File: src/rtl/cit_pkg.sv
package cit_pkg;
    localparam int DEF_LANE_W = 8;
    localparam int DEF_LANES  = 2;
    localparam int DEF_ADDR_W = 16;
endpackage

File: src/rtl/cit_decode.sv
module cit_decode #(
    parameter int ADDR_W = cit_pkg::DEF_ADDR_W,
    parameter int LANES  = cit_pkg::DEF_LANES,
    parameter logic [ADDR_W-1:0] BASE_ADDR = 16'h4100
) (
    input  logic [ADDR_W-1:0] addr,
    input  logic              wr_en,
    output logic [LANES-1:0]  lane_sel
);
    for (genvar i = 0; i < LANES; i++) begin : g_lane
        assign lane_sel[i] = wr_en && (addr == BASE_ADDR + ADDR_W'(i));
    end
endmodule

File: src/rtl/cit_count.sv
module cit_count #(
    parameter int LANE_W = cit_pkg::DEF_LANE_W,
    parameter int LANES  = cit_pkg::DEF_LANES
) (
    input  logic                      clk,
    input  logic                      rst_n,
    input  logic [LANES-1:0]          lane_sel,
    input  logic [LANE_W-1:0]         wdata,
    output logic [LANES*LANE_W-1:0]   cnt_o,
    output logic                      wrap_o
);
    localparam int CNT_W = LANES * LANE_W;

    typedef struct packed {
        logic [CNT_W-1:0] cnt;
    } cnt_state_t;

    cnt_state_t st_d, st_q;
    logic any_wr;

    always_comb begin
        any_wr = |lane_sel;
        st_d   = st_q;
        wrap_o = 1'b0;
        if (any_wr) begin
            for (int i = 0; i < LANES; i++) begin
                if (lane_sel[i]) st_d.cnt[i*LANE_W +: LANE_W] = wdata;
            end
        end else if (st_q.cnt != '0) begin
            st_d.cnt = st_q.cnt + 1'b1;
            wrap_o   = &st_q.cnt;
        end
    end

    always_ff @(posedge clk or negedge rst_n) begin
        if (!rst_n) st_q <= '0;
        else        st_q <= st_d;
    end

    assign cnt_o = st_q.cnt;
endmodule

File: src/rtl/cit_irqflag.sv
module cit_irqflag (
    input  logic clk,
    input  logic rst_n,
    input  logic ack,
    input  logic wrap,
    output logic irq_o
);
    typedef struct packed {
        logic pend;
    } flag_state_t;

    flag_state_t st_d, st_q;

    always_comb begin
        st_d = st_q;
        if (ack)       st_d.pend = 1'b0;
        else if (wrap) st_d.pend = 1'b1;
    end

    always_ff @(posedge clk or negedge rst_n) begin
        if (!rst_n) st_q <= '0;
        else        st_q <= st_d;
    end

    assign irq_o = st_q.pend;
endmodule

File: src/rtl/cyc_irq_timer.sv
module cyc_irq_timer #(
    parameter int LANE_W = cit_pkg::DEF_LANE_W,
    parameter int LANES  = cit_pkg::DEF_LANES,
    parameter int ADDR_W = cit_pkg::DEF_ADDR_W,
    parameter logic [ADDR_W-1:0] BASE_ADDR = 16'h4100
) (
    input  logic              clk,
    input  logic              rst_n,
    input  logic [ADDR_W-1:0] addr,
    input  logic [LANE_W-1:0] wdata,
    input  logic              wr_en,
    output logic              irq
);
    localparam int CNT_W = LANES * LANE_W;

    logic [LANES-1:0] lane_sel;
    logic [CNT_W-1:0] cnt_q;
    logic             wrap;

    cit_decode #(.ADDR_W(ADDR_W), .LANES(LANES), .BASE_ADDR(BASE_ADDR)) u_dec (
        .addr(addr), .wr_en(wr_en), .lane_sel(lane_sel)
    );

    cit_count #(.LANE_W(LANE_W), .LANES(LANES)) u_cnt (
        .clk(clk), .rst_n(rst_n), .lane_sel(lane_sel), .wdata(wdata),
        .cnt_o(cnt_q), .wrap_o(wrap)
    );

    // lane 0 write is the acknowledge
    cit_irqflag u_flag (
        .clk(clk), .rst_n(rst_n), .ack(lane_sel[0]), .wrap(wrap), .irq_o(irq)
    );
endmodule

File: config.mk
export PLATFORM = sky130hd
export DESIGN_NAME = cyc_irq_timer
export DESIGN_NICKNAME = d
export VERILOG_FILES = /design/src/rtl/cit_pkg.sv /design/src/rtl/cit_decode.sv /design/src/rtl/cit_count.sv /design/src/rtl/cit_irqflag.sv /design/src/rtl/cyc_irq_timer.sv
export SDC_FILE = /design/constraint.sdc
export NUM_CORES = 1
export LEC_CHECK = 0
export CAP_MARGIN = 20
export CELL_PAD_IN_SITES_DETAIL_PLACEMENT = 0
export CELL_PAD_IN_SITES_GLOBAL_PLACEMENT = 1
export CORE_UTILIZATION = 32
export DETAILED_ROUTE_END_ITERATION = 12
export GPL_ROUTABILITY_DRIVEN = 0
export HOLD_SLACK_MARGIN = 0.05
export PLACE_DENSITY = 0.77
export SLEW_MARGIN = 20
export SYNTH_ARGS = -nofsm -noshare
export SYNTH_HDL_FRONTEND = slang
export SYNTH_SLANG_ARGS = --single-unit
File: constraint.sdc
create_clock -name clk -period 1.48 [get_ports clk]
set_input_delay 0.444 -clock clk [delete_from_list [all_inputs] [get_ports clk]]
set_output_delay 0.444 -clock clk [all_outputs]
set_load 0.01 [all_outputs]
# Yosys cells after proc, flatten, opt, wreduce, memory -nomap -nowiden
# Cells that the tools add are included.
# totals
in_bits	27
wordCells	25
regBits	17
out_inout_bits	1
# classes
eq_ne	4
reduce_logical	9
mux	8
n_addsub	1
# op_table
operator	n
$eq A16 B15 Y1 const B	2
$mux W16	2
$add A16 B1 Y16 const B	1
$mux W8	2
$reduce_and A16 Y1	1
$reduce_bool A16 Y1	1
$mux W1	4
$reduce_and A2 Y1	2
$reduce_bool A2 Y1	2
$logic_and A1 B1 Y1	2
$ne A2 B1 Y1 const B	1
$ne A2 B2 Y1 const B	1
$reduce_or A2 Y1	1

# Logic depth before layout (Yosys ltp)
# depth
depth_word	6
mapped_depth	7
mapped_depth_nobuf	7

# Cells and area by module
# From an unflattened synthesis, not the netlist that was laid out.
# unflattened
cells_unflattened	126
area_unflattened_um2	1134.8
# by_module_without_submodules
module	seq_area_each_um2	area_each_um2	cells_each	n_inst
cit_count	400.4	1029.7	116	1
cit_decode	0.0	70.1	8	1
cit_irqflag	25.0	35.0	2	1

# Least setup slack after synthesis
# Ideal clock, no wire load.
# synth_path
path_type	input -> register
from	input port addr[13]
to	register u_cnt.st_q (netlist bit u_cnt.cnt_o[5])
setup_time_ps	123
required_ps	1357
t_arrival_ps	1503
setup_slack_ps	-146
n_path_buf	2
stages	7
path_cell_list	nor4b_2 -> and4_1 -> buf_4 -> and2_4 -> buf_6 -> nor2_1 -> o221a_1
# synth_via
elab_chain_len	5
elab_cells_between_ends	9
classes_between	3 x eq/ne; 1 x mux; 5 x reduce/logical
# synth_rtl
element	line_no	rtl
start: declaration	cyc_irq_timer.sv:9	input logic [ADDR_W-1:0] addr,
$eq A16 B15 Y1	cit_decode.sv:11	assign lane_sel[i] = wr_en && (addr == BASE_ADDR + ADDR_W'(i));
$logic_and A1 B1 Y1	cit_decode.sv:11	
$reduce_or A2 Y1	cit_count.sv:22	any_wr = |lane_sel;
$ne A2 B1 Y1 (no line) / $reduce_bool A2 Y1 (equally long branches)	--	
$reduce_and A2 Y1 (no line)	--	
end signal: assignment	cit_count.sv:37	else st_q <= st_d;
end: declaration	cit_count.sv:18	cnt_state_t st_d, st_q;
# Parallel ways exist; a longest one is shown, timed or not.
# A chain may end at the register's enable or synchronous reset.

# Final worst setup path
# layout_path
from	register u_cnt.st_q (netlist bit u_cnt.cnt_o[14])
to	register u_cnt.st_q (netlist bit u_cnt.cnt_o[0])
# layout_via
elab_chain_len	3
# layout_rtl
element	line_no	rtl
$reduce_bool A16 Y1	cit_count.sv:29	end else if (st_q.cnt != '0) begin
$reduce_bool A2 Y1 (no line)	--	
$reduce_and A2 Y1 (no line)	--	
# No other way between the ends.

==> flow_summary.toml <==
[outcome]
status = "finished with violations"
violations = "setup timing"

[pwr]
ir_worst_vdd_uv = 489
seqPwrFrac = 0.445
power_frac_comb = 0.359
p_leak_nw = 0.882
switchingPower_mw = 0.459
power_frac_clock = 0.196
power.density_mw_per_mm2 = 641
switching_share = 0.335
p_int_mw = 0.912
power_mw = 1.37

[synth]
synth_area_mm2 = 0.00114
synth_edf_count = 0
synthCells = 128
synth_seq_cells = 17
avgSynthCellArea_um2 = 8.89
seq_area_frac_synth = 0.374
synthFlopType = "dfrtp_1"
synth_cell_types = 40
async_reset_ff_frac = 1.00
syn-num-nets = 157
ys_warn_count = 0

[routing]
finalWirelength_mm = 4.32
post_drt_via_cell_ratio = 5.64
detail-route-antenna-nets = 0
drt_first_pass_iters = 4
post_drt_wl_per_cell_um = 17.6
vias = 1388
drt_iter0_markers = 81
drcViolationCount = 0

[critical_path]
worstSetupEndpointType = "flip-flop"
startpoint_type = "flip-flop"
crit_fanout = 8
crit_required_ps = 1720
worstSetupPathType = "flip-flop to flip-flop"
worstPathArrival_ps = 1900

[final_layout]
area_growth_pct = 88.0
diodes = 0
mostFrequentLayoutCells = "buf_4 (32), dfrtp_1 (16), nand2_1 (14), buf_6 (14), clkdlybuf4s50_1 (9)"
layout-drive-gt1-share = 0.510
fin_nets = 230
fillCellCount = 306
layout_commonest_cell = "buf_4"

[cts]
cts_buffer_depth = 2
cts_root_buffer = "clkbuf_4"
clkLatencyLatePin_ps = 300
cts.clk_slew.worst_paths_ps = 110
cts-htree-levels = 1
cts_buffers = 3
cts_tree = "yes"
clock-sinks = 17

[timing]
maxSlewViolCount = 0
rsz0062_at_grt = "true"
slew-limit-headroom = 0.654
hold_ws_ps = 462
period_needed_ps = 1660
setup_violations = 15
period_share = 1.12
tightest_slew_ps = 520
skew_ps = 3.04
setup_ws_ps = -181
finalHoldViolations = 0
max_freq_ghz = 0.602
setup_tns_ps = -1850

[min_path]
hold_class = "primary input to async pin"

[global_route]
antenna_found_initial = 0
grt_max_degree = 18
grt_pass1_vias = 1392
track_usage = 0.230
grt_pass1_wl_mm = 6.40
overflow = 0

[job]
maxCapViolCount = 0

[die]
die_h_um = 61.6
row_count = 21
core_mm2 = 0.00336
io_pins = 28
die_x_um = 61.6
start_util = 0.338
die-area_mm2 = 0.00380

[placed_design]
pre_cts_slack_ps = -748
hpwl_mm = 2.75
port_buffers = 27
[Yosys cell counts, drive strengths merged, types with 5 or more instances]
cell | instances | share of area
a21oi | 5 | 0.022
and3 | 5 | 0.028
buf | 6 | 0.039
dfrtp | 17 | 0.37
nand2 | 18 | 0.062
nand3 | 6 | 0.026
nand4 | 6 | 0.033
nor2 | 7 | 0.030
nor4 | 7 | 0.050
o211ai | 6 | 0.040
[stage by stage]
step | util | std cells | cell area (µm²)
3_5_place_dp | 0.508 | 227 | 1710
6_report | 0.636 | 246 | 2140
2_1_floorplan | - | 128 | 1190
3_3_place_gp | 0.508 | 227 | 1710
5_1_grt | 0.636 | 246 | 2140
4_1_cts | 0.583 | 236 | 1960
[what timing repair did]
item	4_1_cts	5_1_grt
endpoints found under the hold margin	0	0
endpoints found under the setup margin	18	18
cloned	0	1
hold buffers	0	0
pin swaps	28	16
resized for setup	93	19
setup buffers	5	10
[power by group through the flow]
stage          Clock [mW]  Combinational (mW)  Sequential, mW
3_5_place_dp            0               0.390           0.586
4_1_cts             0.267               0.443           0.607
6_report            0.269               0.493           0.610
5_1_grt             0.291               0.528           0.617
2_1_floorplan           0               0.147           0.592
3_3_place_gp            0               0.378           0.583
[per-layer routing]
metal,wire (µm),track usage,vias to the layer above
met2,2300,0.409,62
li1,-,-,644
met5,0,0,-
met1,1680,0.286,676
met4,61,0.0508,0
met3,285,0.0462,6
[worst max-delay path, stage by stage, from the launching register on]
cell and delay [ps]:
dfrtp_1 430, nor4_4 320, nand4_1 180, buf_6 160
buf_12 120, nand2_8 80, buf_6 120, o32ai_4 70
a21oi_2 110
[worst paths after layout]
path	startpoint	to	slack, ps	cells past startpoint
min in group clk	u_flag.irq_o	u_flag.irq_o	610	3
hold / removal	rst_n	u_cnt.cnt_o[14]	460	2
hold reg to reg	u_flag.irq_o	u_flag.irq_o	610	3
setup reg to reg	u_cnt.cnt_o[14]	u_cnt.cnt_o[0]	-180	8
setup / recovery	u_cnt.cnt_o[14]	u_cnt.cnt_o[0]	-180	8
max in group asynchronous	rst_n	u_cnt.cnt_o[2]	800	2
[sequential cells by signal, indices dropped and copies added (netlist names)]
signal,flops
u_cnt.cnt_o,16
u_flag.irq_o,1
[cells by family after synthesis]
| family | count (synthesis) | synth area share |
|---|---|---|
| AO/OA/AOI/OAI | 32 | 0.201 |
| AND/OR/NAND/NOR | 65 | 0.343 |
| flip-flops | 17 | 0.374 |
| adder cells (fa/ha/maj) | 2 | 0.0220 |
| buffers and inverters | 12 | 0.0594 |
[layout make-up]
cell class              count  area [µm²]  share of cell area
clock buffers               4        26.3              0.0123
flip-flops and latches     17         427               0.200
multi-input cells         100         952               0.445
inverters                   4        15.0             0.00702
well taps                  46        57.6              0.0269
repair buffers             75         661               0.309
Note: power is estimated with default switching activity, not from simulation.
